**config.mk**
```make
export PLATFORM = sky130hd
export DESIGN_NAME = bmide_dma_regs
export DESIGN_NICKNAME = d
export VERILOG_FILES = /design/src/rtl/bmide_pkg.sv /design/src/rtl/bmide_cmd_reg.sv /design/src/rtl/bmide_stat_reg.sv /design/src/rtl/bmide_ptr_reg.sv /design/src/rtl/bmide_verdict.sv /design/src/rtl/bmide_dma_regs.sv
export SDC_FILE = /design/constraint.sdc
export NUM_CORES = 1
export LEC_CHECK = 0
export ABC_CLOCK_PERIOD_IN_PS = 2450
export BUFFER_PORTS_ARGS = -buffer_cell sky130_fd_sc_hd__buf_4
export CAP_MARGIN = 25
export CORE_MARGIN = 4
export CORE_UTILIZATION = 46
export CTS_CLUSTER_SIZE = 40
export DETAILED_ROUTE_END_ITERATION = 16
export GPL_TIMING_DRIVEN = 0
export PLACE_DENSITY_LB_ADDON = 0.08
export SYNTH_ARGS = -nofsm -noshare
export SYNTH_HDL_FRONTEND = slang
export SYNTH_HIERARCHICAL = 1
export SYNTH_SLANG_ARGS = --single-unit
```
**constraint.sdc**
```tcl
create_clock -name clk_i -period 2.45 [get_ports clk_i]
set_clock_uncertainty 0.2 [all_clocks]
set_input_delay 0.3675 -clock clk_i [delete_from_list [all_inputs] [get_ports clk_i]]
set_output_delay 0.3675 -clock clk_i [all_outputs]
set_load 0.02 [all_outputs]
```
**src/rtl/bmide_pkg.sv**
```systemverilog
package bmide_pkg;
  localparam int CMD_LANE  = 0;
  localparam int STAT_LANE = 2;

  localparam int CMD_RUN_B = 0;
  localparam int CMD_DIR_B = 3;

  localparam int ST_ACT_B  = 0;
  localparam int ST_ERR_B  = 1;
  localparam int ST_INT_B  = 2;
  localparam int ST_CAP0_B = 5;
  localparam int ST_CAP1_B = 6;

  typedef enum logic [1:0] {
    VD_NONE = 2'd0,
    VD_GOOD = 2'd1,
    VD_WAIT = 2'd2,
    VD_FAIL = 2'd3
  } verdict_e;

  typedef struct packed {
    logic cap1;
    logic cap0;
    logic intr;
    logic err;
    logic act;
  } stat_t;
endpackage

```
**src/rtl/bmide_cmd_reg.sv**
```systemverilog
module bmide_cmd_reg (
  input  logic clk_i,
  input  logic rst_ni,
  input  logic wr_i,
  input  logic run_bit_i,
  input  logic dir_bit_i,
  input  logic act_i,
  output logic run_q_o,
  output logic dir_q_o,
  output logic start_rise_o,
  output logic stop_o
);
  logic run_q, dir_q;

  always_ff @(posedge clk_i or negedge rst_ni) begin
    if (!rst_ni) begin
      run_q <= 1'b0;
      dir_q <= 1'b0;
    end else if (wr_i) begin
      run_q <= run_bit_i;
      // direction is frozen for the life of a transfer
      if (!act_i) dir_q <= dir_bit_i;
    end
  end

  assign start_rise_o = wr_i & run_bit_i & ~run_q;
  assign stop_o       = wr_i & ~run_bit_i;
  assign run_q_o      = run_q;
  assign dir_q_o      = dir_q;
endmodule

```
**src/rtl/bmide_stat_reg.sv**
```systemverilog
module bmide_stat_reg
  import bmide_pkg::*;
(
  input  logic  clk_i,
  input  logic  rst_ni,
  input  logic  wr_i,
  input  logic  clr_err_i,
  input  logic  clr_int_i,
  input  logic  cap0_i,
  input  logic  cap1_i,
  input  logic  start_rise_i,
  input  logic  stop_i,
  input  logic  done_i,
  input  logic  err_i,
  input  logic  drv_irq_i,
  output stat_t stat_o
);
  logic drv_q, act_q, err_q, int_q, cap0_q, cap1_q;
  logic int_set;

  assign int_set = (drv_irq_i & ~drv_q) | (done_i & drv_irq_i);

  always_ff @(posedge clk_i or negedge rst_ni) begin
    if (!rst_ni) begin
      drv_q  <= 1'b0;
      act_q  <= 1'b0;
      err_q  <= 1'b0;
      int_q  <= 1'b0;
      cap0_q <= 1'b0;
      cap1_q <= 1'b0;
    end else begin
      drv_q <= drv_irq_i;

      if (start_rise_i)                 act_q <= 1'b1;
      else if (stop_i | done_i | err_i) act_q <= 1'b0;

      // hardware set has priority over write-one-to-clear
      if (err_i)                  err_q <= 1'b1;
      else if (wr_i && clr_err_i) err_q <= 1'b0;

      if (int_set)                int_q <= 1'b1;
      else if (wr_i && clr_int_i) int_q <= 1'b0;

      if (wr_i) begin
        cap0_q <= cap0_i;
        cap1_q <= cap1_i;
      end
    end
  end

  assign stat_o = '{cap1: cap1_q, cap0: cap0_q, intr: int_q, err: err_q, act: act_q};
endmodule

```
**src/rtl/bmide_ptr_reg.sv**
```systemverilog
module bmide_ptr_reg #(
  parameter int DATA_W    = 32,
  parameter int PTR_ALIGN = 2
) (
  input  logic                clk_i,
  input  logic                rst_ni,
  input  logic                wr_i,
  input  logic                lock_i,
  input  logic [DATA_W/8-1:0] be_i,
  input  logic [DATA_W-1:0]   wdata_i,
  output logic [DATA_W-1:0]   ptr_o
);
  localparam int LANES = DATA_W / 8;
  localparam logic [DATA_W-1:0] KEEP = ~((DATA_W'(1) << PTR_ALIGN) - DATA_W'(1));

  for (genvar l = 0; l < LANES; l++) begin : g_lane
    localparam int LO = l * 8;
    logic [7:0] lane_q;

    always_ff @(posedge clk_i or negedge rst_ni) begin
      if (!rst_ni)
        lane_q <= '0;
      else if (wr_i && be_i[l] && !lock_i)
        lane_q <= wdata_i[LO +: 8] & KEEP[LO +: 8];
    end

    assign ptr_o[LO +: 8] = lane_q;
  end
endmodule

```
**src/rtl/bmide_verdict.sv**
```systemverilog
module bmide_verdict
  import bmide_pkg::*;
(
  input  logic     act_i,
  input  logic     err_i,
  input  logic     int_i,
  output verdict_e verdict_o
);
  always_comb begin
    unique case ({int_i, err_i, act_i})
      3'b100:                          verdict_o = VD_GOOD;
      3'b001, 3'b011, 3'b101, 3'b111:  verdict_o = VD_WAIT;
      3'b010, 3'b110:                  verdict_o = VD_FAIL;
      default:                         verdict_o = VD_NONE;
    endcase
  end
endmodule

```
**src/rtl/bmide_dma_regs.sv**
```systemverilog
module bmide_dma_regs
  import bmide_pkg::*;
#(
  parameter int REG_AW    = 2,
  parameter int DATA_W    = 32,
  parameter int PTR_ALIGN = 2
) (
  input  logic                clk_i,
  input  logic                rst_ni,
  input  logic                reg_we_i,
  input  logic [REG_AW-1:0]   reg_addr_i,
  input  logic [DATA_W/8-1:0] reg_be_i,
  input  logic [DATA_W-1:0]   reg_wdata_i,
  output logic [DATA_W-1:0]   reg_rdata_o,
  input  logic                eng_done_i,
  input  logic                eng_err_i,
  input  logic                drv_irq_i,
  output logic                eng_run_o,
  output logic                eng_dir_o,
  output logic [DATA_W-1:0]   tbl_ptr_o,
  output logic                irq_o,
  output logic [1:0]          verdict_o
);
  localparam logic [REG_AW-1:0] CTRL_WORD = '0;
  localparam logic [REG_AW-1:0] PTR_WORD  = REG_AW'(1);
  localparam int CMD_LO  = CMD_LANE * 8;
  localparam int STAT_LO = STAT_LANE * 8;

  logic     sel_ctrl, sel_ptr, cmd_wr, stat_wr;
  logic     run_q, dir_q, start_rise, stop;
  stat_t    stat;
  verdict_e verdict;
  logic [7:0] cmd_byte, stat_byte;

  assign sel_ctrl = (reg_addr_i == CTRL_WORD);
  assign sel_ptr  = (reg_addr_i == PTR_WORD);
  assign cmd_wr   = reg_we_i & sel_ctrl & reg_be_i[CMD_LANE];
  assign stat_wr  = reg_we_i & sel_ctrl & reg_be_i[STAT_LANE];

  bmide_cmd_reg u_cmd (
    .clk_i        (clk_i),
    .rst_ni       (rst_ni),
    .wr_i         (cmd_wr),
    .run_bit_i    (reg_wdata_i[CMD_LO + CMD_RUN_B]),
    .dir_bit_i    (reg_wdata_i[CMD_LO + CMD_DIR_B]),
    .act_i        (stat.act),
    .run_q_o      (run_q),
    .dir_q_o      (dir_q),
    .start_rise_o (start_rise),
    .stop_o       (stop)
  );

  bmide_stat_reg u_stat (
    .clk_i        (clk_i),
    .rst_ni       (rst_ni),
    .wr_i         (stat_wr),
    .clr_err_i    (reg_wdata_i[STAT_LO + ST_ERR_B]),
    .clr_int_i    (reg_wdata_i[STAT_LO + ST_INT_B]),
    .cap0_i       (reg_wdata_i[STAT_LO + ST_CAP0_B]),
    .cap1_i       (reg_wdata_i[STAT_LO + ST_CAP1_B]),
    .start_rise_i (start_rise),
    .stop_i       (stop),
    .done_i       (eng_done_i),
    .err_i        (eng_err_i),
    .drv_irq_i    (drv_irq_i),
    .stat_o       (stat)
  );

  bmide_ptr_reg #(
    .DATA_W    (DATA_W),
    .PTR_ALIGN (PTR_ALIGN)
  ) u_ptr (
    .clk_i   (clk_i),
    .rst_ni  (rst_ni),
    .wr_i    (reg_we_i & sel_ptr),
    .lock_i  (stat.act),
    .be_i    (reg_be_i),
    .wdata_i (reg_wdata_i),
    .ptr_o   (tbl_ptr_o)
  );

  bmide_verdict u_vd (
    .act_i     (stat.act),
    .err_i     (stat.err),
    .int_i     (stat.intr),
    .verdict_o (verdict)
  );

  always_comb begin
    cmd_byte            = '0;
    cmd_byte[CMD_RUN_B] = run_q;
    cmd_byte[CMD_DIR_B] = dir_q;
    stat_byte            = '0;
    stat_byte[ST_ACT_B]  = stat.act;
    stat_byte[ST_ERR_B]  = stat.err;
    stat_byte[ST_INT_B]  = stat.intr;
    stat_byte[ST_CAP0_B] = stat.cap0;
    stat_byte[ST_CAP1_B] = stat.cap1;
  end

  always_comb begin
    reg_rdata_o = '0;
    if (sel_ctrl) begin
      reg_rdata_o[CMD_LO  +: 8] = cmd_byte;
      reg_rdata_o[STAT_LO +: 8] = stat_byte;
    end else if (sel_ptr) begin
      reg_rdata_o = tbl_ptr_o;
    end
  end

  assign eng_run_o = stat.act;
  assign eng_dir_o = dir_q;
  assign irq_o     = stat.intr;
  assign verdict_o = verdict;
endmodule

```
; Yosys cells after proc, flatten, opt, wreduce, memory -nomap -nowiden
; Index checks and enable logic that the tools add are counted.
[word_totals]
regBits = 38
in_bits = 44
output_inout_bits = 69
wordCells = 66
[classes]
eq_ne = 8
n_mux = 12
n_bitwise = 16
n_reduce_logical = 18
[op_table]
columns = cell, n
row1 = $mux 32, 1
row2 = $mux 8, 4
row3 = $eq 3x3->1 const B, 4
row4 = $logic_and 1x1->1, 10
row5 = $and 1x1->1, 9
row6 = $eq 3x2->1 const B, 2
row7 = $mux 1, 6
row8 = $pmux 2 s3, 1
row9 = $reduce_bool 2->1, 3
row10 = $not 1->1, 4
row11 = $reduce_or 4->1, 1
row12 = $eq 3x1->1 const B, 1
row13 = $or 1x1->1, 3
row14 = $eq 2x1->1 const B, 1
row15 = $logic_not 2->1, 1
row16 = $reduce_and 2->1, 1
row17 = $reduce_or 2->1, 1
row18 = $logic_not 1->1, 1

; Longest topological paths before layout
; Gate-level depths: netlist of run 1.
[logic_depth]
depth_word = 8
depth_mapped = 5
mapped_depth_nobuf = 4

; Modules after synthesis
; Netlist of run 1, hierarchy kept.
[by_module_without_submodules]
columns = module, n_inst, cells_per_inst, area_each_um2, seq_area_each_um2
row1 = bmide_ptr_reg, 1, 67, 1152.4, 750.7
row2 = bmide_dma_regs, 1, 47, 361.6, 0.0
row3 = bmide_stat_reg, 1, 20, 255.2, 150.1
row4 = bmide_cmd_reg, 1, 9, 95.1, 50.0
row5 = bmide_verdict, 1, 2, 16.3, 0.0

; Worst setup path before layout of run 1
; No wires, ideal clock.
[synth_timing]
kind = input port to flip-flop
startpoint = input port reg_addr_i[0]
endpoint = register u_ptr.g_lane[2].lane_q[0]
setup_ps = 125
arrival_ps = 1385
required_ps = 2125
slack_ps = 740
path_stages = 5
path_buffers = 1
cell_sequence = buf_6 > nor2b_4 > and2_2 > nand3b_2 > mux2_2
[synth_between]
elab_chain_len = 4
[synth_lines]
columns = item, line
row1 = "start, declared", bmide_dma_regs.sv:11  ; input logic [REG_AW-1:0] reg_addr_i,
row2 = $eq 2x1->1, bmide_dma_regs.sv:36  ; assign sel_ptr = (reg_addr_i == PTR_WORD);
row3 = $and 1x1->1, bmide_dma_regs.sv:75  ; .wr_i (reg_we_i & sel_ptr),
row4 = $logic_and 1x1->1 (2 in a row), bmide_ptr_reg.sv:23  ; else if (wr_i && be_i[l] && !lock_i)
row5 = "end signal, assigned", bmide_ptr_reg.sv:24  ; lane_q <= wdata_i[LO +: 8] & KEEP[LO +: 8];
row6 = "end, declared", bmide_ptr_reg.sv:18  ; logic [7:0] lane_q;
; Every way passes these cells.
; A chain may end at the register's enable or synchronous reset.

; Worst setup path after layout of run 1
[layout_timing]
startpoint = input port reg_addr_i[0]
endpoint = output port reg_rdata_o[5]
[layout_between]
elab_chain_len = 3
elab_cells_between_ends = 4
classes_between = eq/ne: 1 / mux: 2 / reduce/logical: 1
[layout_lines]
columns = item, line
row1 = $eq 2x1->1, bmide_dma_regs.sv:36
row2 = $mux 32, bmide_dma_regs.sv:106  ; end else if (sel_ptr) begin
row3 = $mux 8 (*), bmide_dma_regs.sv:103  ; if (sel_ctrl) begin
row4 = "end, declared", bmide_dma_regs.sv:14  ; output logic [DATA_W-1:0] reg_rdata_o,
; Every way passes the cells marked *; elsewhere a longest branch is shown, timed or not.

==> results of run 1 <==
## cells by family (layout without fill, tap and decap cells)
family / after synthesis / count (layout) / share of synthesized area (%)
other: 1 / 2 / 0.199
multiplexers: 40 / 40 / 23.7
buffers and inverters: 12 / 128 / 5.39
AO/OA/AOI/OAI: 4 / 4 / 1.66
AND/OR/NAND/NOR: 50 / 50 / 18.5
flip-flops: 38 / 38 / 50.6
## stage by stage
stage,worst slack [ns],utilization [%],std cells
2_1_floorplan,0.740,-,146
3_3_place_gp,0.512,72.1,300
3_5_place_dp,0.497,72.1,300
4_1_cts,0.647,76.4,310
5_1_grt,0.570,76.4,310
6_report,0.666,76.4,310
## how the worst max path moves through the flow
| stage | from | end | depth (start not counted) |
|---|---|---|---|
| 4_1_cts | reg_addr_i[0] | reg_rdata_o[28] | 5 |
| 6_report | reg_addr_i[0] | reg_rdata_o[5] | 5 |
| 3_5_place_dp | reg_addr_i[0] | u_ptr/g_lane[3].lane_q[3]$_DFFE_PN0P_ | 5 |
| 5_1_grt | reg_addr_i[0] | reg_rdata_o[5] | 5 |
| 2_1_floorplan | reg_addr_i[0] | u_ptr/g_lane[2].lane_q[0]$_DFFE_PN0P_ | 5 |
| 3_3_place_gp | reg_addr_i[0] | u_ptr/g_lane[2].lane_q[4]$_DFFE_PN0P_ | 5 |
## layer usage
layer / vias up / track usage, %
li1: 713 / -
met1: 694 / 20.7
met2: 71 / 28.8
met3: 4 / 8.73
met4: 0 / 5.01
met5: - / 0
## layout by cell type (no fill, tap or decap), drive strengths merged
cell type and n:
mux2i 7, a22o 1, conb 2, o21ba 1
bufinv 2, clkbuf 6, nand2b 1, inv 1
and2 26, buf 117, nor2b 2, dlygate4sd3 2
nand2 3, or2 2, and2b 1, nor4b 1
and4bb 2, o21ai 1, a21o 1, nand3b 4
mux2 33, dfrtp 38, nor2 8
## layout make-up
cell class,count,share of cell area [%]
flip-flops and latches,38,32.8
multi-input cells,96,28.7
repair buffers,108,28.1
plain buffers,11,3.36
clock buffers,6,2.84
clock inverters,2,2.07
well taps,48,2.07
inverters,1,0.129
## state kept, by name (all words and copies together), names as in the netlist
register,count
u_stat/cap1_q,1
u_ptr/g_lane.lane_q,30
u_stat/act_q,1
u_stat/int_q,1
u_stat/cap0_q,1
u_cmd/run_q_o,1
u_stat/drv_q,1
u_cmd/dir_q_o,1
u_stat/err_q,1
## power groups by stage
stage | sequential (W) | combinational, W | clock [W]
detailed placement | 0.000855 | 0.000759 | 0
CTS | 0.000843 | 0.000762 | 0.000661
global placement | 0.000846 | 0.000747 | 0
floorplan | 0.000979 | 0.000266 | 0
finish | 0.000842 | 0.000751 | 0.000646
global route | 0.000861 | 0.000798 | 0.000693
## worst register-to-register path: cells and delay by family, from the launching register on
family	cells	cell delay, ns
mux	1	0.34
buf+inv	1	0.16
flops	1	0.38
simple gates	1	0.35
==> flow_summary.json, run 1 <==
{
  "outcome": "complete, no violations",
  "wl_met2_mm": 2.23,
  "portBuffers": 106,
  "cp.arrival_ns": 1.22,
  "grt-ovfl-total": 0,
  "gp_congestion": 0.717,
  "r2r_cells": 3,
  "n_antenna_cell": 0,
  "synth_area_sq_um": 1880,
  "synth_warnings": 6,
  "synth-edff-count": 0,
  "cp-start-kind": "input pin",
  "cp_top_family": "buffers and inverters",
  "synth_seq_cells": 38,
  "grt_pass1_vias": 1458,
  "vias": 1482,
  "seq_area_frac_synth_pct": 50.6,
  "max-vdd-ir-drop_mv": 0.476,
  "synth_common_cells": "dfrtp_1 (38), mux2_2 (32), and2_2 (15)",
  "track_usage_pct": 17.7,
  "synth_top_cell_area_share_pct": 50.6,
  "final_layout_size_suffix_gt1_share_pct": 68.7,
  "crit_fanout": 10,
  "design_area_sq_um": 2900,
  "cts.clk_slew.worst_paths_ns": 0.07,
  "setup_violations": 0,
  "fillers": 279,
  "yosys.area.top_type": "dfrtp_1",
  "postPlaceCellArea_sq_um": 2740,
  "ff2ff_setup_slack_ns": 0.91,
  "nets": 305,
  "top_layer": "met4",
  "min_period_ns": 1.78,
  "insertion_delay_ns": 0.28,
  "antenna_found_initial": 0,
  "rsz0062_at_grt": "no",
  "slowest_delay_ns": 0.27,
  "internal_power_w": 0.00157,
  "ant_nets": 0,
  "crit_chain": "buf_6 -> nor2b_4 -> buf_6 -> and2_1 -> buf_4",
  "cts.sink_count": 38,
  "finalPower_w": 0.00224,
  "wl_per_cell_um": 14.7,
  "r2r-end": "u_ptr/g_lane[2].lane_q[6]$_DFFE_PN0P_",
  "syn_area_per_cell_sq_um": 13.0,
  "p_sw_w": 0.000666,
  "hold_violations": 0,
  "syn2layout_area_growth_pct": 54.4,
  "max-clock-path-buffers": 2,
  "synth_flop_cell": "dfrtp_1",
  "grt_pass1_wl_mm": 7.07,
  "post_cts_buffers": 0,
  "swShare_pct": 29.7,
  "fp.dieArea_sq_um": 5180,
  "cp_slowest_cell": "nor2b_4",
  "fmax_ghz": 0.560,
  "seq_power_share_pct": 37.6,
  "drt_pass1_iterations": 4,
  "p_per_area_nw_per_um2": 772,
  "hold-path-endpoint": "u_stat/err_q$_DFFE_PN0P_",
  "die-height_um": 71.9,
  "cts-root-buf": "clkbuf_8",
  "cts.htree.levels": 2,
  "clkPwrFrac_pct": 28.9,
  "core_sq_um": 3800,
  "grt_max_degree": 39,
  "comb_power_share_pct": 33.5,
  "drtIter0Drc": 34,
  "cts_tree": "yes",
  "slew_viol_final": 0,
  "final.period_utilization_pct": 72.8,
  "die_w_um": 71.9,
  "wl_met1_mm": 1.74,
  "min_from": "eng_err_i",
  "crit_required_ns": 1.88,
  "synth.area.top_cells": "dfrtp_1 (51%), mux2_2 (19%), and2_2 (6.0%)",
  "start_util_pct": 49.5,
  "cts_resized": 0,
  "cp_common_cell": "buf_6",
  "post_drt_via_cell_ratio": 4.78,
  "reg2reg_from": "u_stat/act_q$_DFFE_PN0P_",
  "cts_buffers": 5,
  "ios": 113,
  "maxCapViolCount": 0,
  "multi_input_area_sq_um": 832,
  "holdWs_ns": 0.0723,
  "synth_cells": 145,
  "hold_path.class": "in -> reg",
  "hold_depth": 2,
  "hold_buffers": 2,
  "yosys.cell_types.count": 24,
  "postRouteWirelength_mm": 4.55,
  "synthArstFlopShare_pct": 100,
  "tns_ns": 0,
  "rows": 22,
  "crit_buf_inv": 3,
  "cp-end-kind": "primary output",
  "wl_met3_um": 533,
  "synth_most_common_cell": "dfrtp_1",
  "post-route-drc-count": 0,
  "critical_path_class": "in -> out",
  "regArea_sq_um": 951,
  "p_leak_nw": 1.47,
  "place.detailed.hpwl_mm": 3.63
}
(Power assumes the default switching activity.)
==> inputs of run 2 (changes only) <==
--- a/config.mk
+++ b/config.mk
@@ -5,11 +5,11 @@
 export SDC_FILE = /design/constraint.sdc
 export NUM_CORES = 1
 export LEC_CHECK = 0
-export ABC_CLOCK_PERIOD_IN_PS = 2450
+export ABC_CLOCK_PERIOD_IN_PS = 1700
 export BUFFER_PORTS_ARGS = -buffer_cell sky130_fd_sc_hd__buf_4
 export CAP_MARGIN = 25
 export CORE_MARGIN = 4
-export CORE_UTILIZATION = 46
+export CORE_UTILIZATION = 43
 export CTS_CLUSTER_SIZE = 40
 export DETAILED_ROUTE_END_ITERATION = 16
 export GPL_TIMING_DRIVEN = 0
==> constraint.sdc (replaced) <==
create_clock -name clk_i -period 1.7 [get_ports clk_i]
set_clock_uncertainty 0.2 [all_clocks]
set_input_delay 0.255 -clock clk_i [delete_from_list [all_inputs] [get_ports clk_i]]
set_output_delay 0.255 -clock clk_i [all_outputs]
set_load 0.02 [all_outputs]
==> run 2 against run 1 <==
Compared with the run above:
- sequential power rose by 44%
- critical path type is now reg -> out
- cell area rose by 6.0%
- critical path depth fell by 2
==> flow_summary.json, run 2 (same netlist as run 1, synthesis figures left out) <==
{
  "outcome": "complete, no violations",
  "grt_pass1_wl_mm": 7.58,
  "cts_buffers": 5,
  "max-vdd-ir-drop_mv": 0.621,
  "cp.arrival_ns": 1.19,
  "place.detailed.hpwl_mm": 3.64,
  "syn2layout_area_growth_pct": 63.7,
  "track_usage_pct": 18.2,
  "rsz0062_at_grt": "no",
  "grt-ovfl-total": 0,
  "crit_fanout": 8,
  "seq_power_share_pct": 39.8,
  "drtIter0Drc": 65,
  "ant_nets": 0,
  "gp_congestion": 0.721,
  "maxCapViolCount": 0,
  "clkPwrFrac_pct": 23.4,
  "swShare_pct": 31.7,
  "p_per_area_nw_per_um2": 991,
  "holdWs_ns": 0.00888,
  "max_flop_register": "u_ptr/g_lane.lane_q",
  "nets": 325,
  "finalPower_w": 0.00305,
  "cts.sink_count": 38,
  "min_period_ns": 1.65,
  "hold_violations": 0,
  "final_layout_size_suffix_gt1_share_pct": 64.2,
  "utilization_pct": 74.8,
  "internal_power_w": 0.00208,
  "drt_pass1_iterations": 4,
  "grt_max_degree": 39,
  "cts.htree.levels": 2,
  "cp-end-kind": "primary output",
  "setup_violations": 0,
  "cts_tree": "yes",
  "final.period_utilization_pct": 97.0,
  "p_sw_w": 0.000968,
  "ios": 113,
  "rows": 23,
  "insertion_delay_ns": 0.28,
  "slew_viol_final": 0,
  "cp-start-kind": "flop",
  "max-clock-path-buffers": 2,
  "largest_register_ffs": 30,
  "comb_power_share_pct": 36.9,
  "cts-root-buf": "clkbuf_8",
  "fmax_ghz": 0.606,
  "die_w_um": 74.1,
  "start_util_pct": 45.7,
  "n_antenna_cell": 0,
  "wl_per_cell_um": 15.1,
  "antenna_found_initial": 0,
  "die-height_um": 74.1,
  "fp.dieArea_sq_um": 5500,
  "portBuffers": 106,
  "final_common_cell": "buf_4",
  "most-common-layout-cells": "buf_4 (112), dfrtp_1 (38), mux2_2 (32)",
  "crit_required_ns": 1.24,
  "postRouteWirelength_mm": 5.00,
  "hold_path.class": "in -> reg",
  "p_leak_nw": 1.55,
  "grt_pass1_vias": 1590,
  "core_sq_um": 4120,
  "vias": 1568,
  "cts.clk_slew.worst_paths_ns": 0.07,
  "critical_path_class": "reg -> out",
  "post_drt_via_cell_ratio": 4.72,
  "post-route-drc-count": 0
}
==> run 2: cell type report <==
class                      instances  area [sq um]
buffer                            11           101
clock buffer                       8           110
fill                             299          1040
multi-input combinational         96           832
timing repair buffer             128          1020
inverter                           1          3.75
tap                               50          62.6
sequential                        38           951
==> run 2: timing repair <==
| item | CTS | global route |
|---|---|---|
| setup endpoints to repair | 0 | 1 |
| hold buffers | 20 | 1 |
| endpoints found under the hold margin | 58 | 1 |
| gates resized for setup | 0 | 2 |
| buffers inserted | 0 | 1 |
==> run 2: metal layers <==
metal / vias up / wire (um) / global-route usage (%)
met5: - / 0 / 0
met4: 0 / 19 / 6.04
met3: 2 / 486 / 4.73
met2: 72 / 2520 / 30.9
met1: 742 / 1980 / 22.4
li1: 752 / - / -
==> run 2: stage by stage <==
| step | instance area [sq um] | setup WS (ns) | TNS, ns | cells |
|---|---|---|---|---|
| 2_1_floorplan | 1880 | 0.103 | 0 | 146 |
| 3_3_place_gp | 2740 | -0.163 | -3.60 | 302 |
| 3_5_place_dp | 2740 | -0.187 | -3.99 | 302 |
| 4_1_cts | 3050 | 0.00463 | 0 | 330 |
| 5_1_grt | 3080 | 0.00111 | 0 | 332 |
| 6_report | 3080 | 0.0510 | 0 | 332 |
==> run 2: worst max-delay path: stages, from the launching register on <==
cell and delay, ns:
dfrtp_1 0.40, buf_6 0.14, or2_1 0.24, buf_6 0.14
==> run 2: worst paths after layout <==
kind                                           from                                     to  slack (ns)  cells past startpoint
setup / recovery           u_stat/act_q$_DFFE_PN0P_                           verdict_o[1]        0.05                      3
hold / removal                      reg_wdata_i[15]  u_ptr/g_lane[1].lane_q[7]$_DFFE_PN0P_       0.009                      2
setup reg to reg           u_stat/act_q$_DFFE_PN0P_  u_ptr/g_lane[2].lane_q[7]$_DFFE_PN0P_        0.14                      3
hold reg to reg            u_stat/err_q$_DFFE_PN0P_               u_stat/err_q$_DFFE_PN0P_        0.30                      1
max in group asynchronous                    rst_ni  u_ptr/g_lane[1].lane_q[3]$_DFFE_PN0P_        0.68                      2
min in group asynchronous                    rst_ni  u_ptr/g_lane[3].lane_q[6]$_DFFE_PN0P_        0.30                      2
==> run 2: power by group through the flow <==
stage | registers (W) | clock network, W | logic (W)
global placement | 0.00122 | 0 | 0.00108
CTS | 0.00121 | 0.000734 | 0.00113
finish | 0.00121 | 0.000712 | 0.00112
detailed placement | 0.00123 | 0 | 0.00109
floorplan | 0.00141 | 0 | 0.000383
global route | 0.00124 | 0.000775 | 0.00119
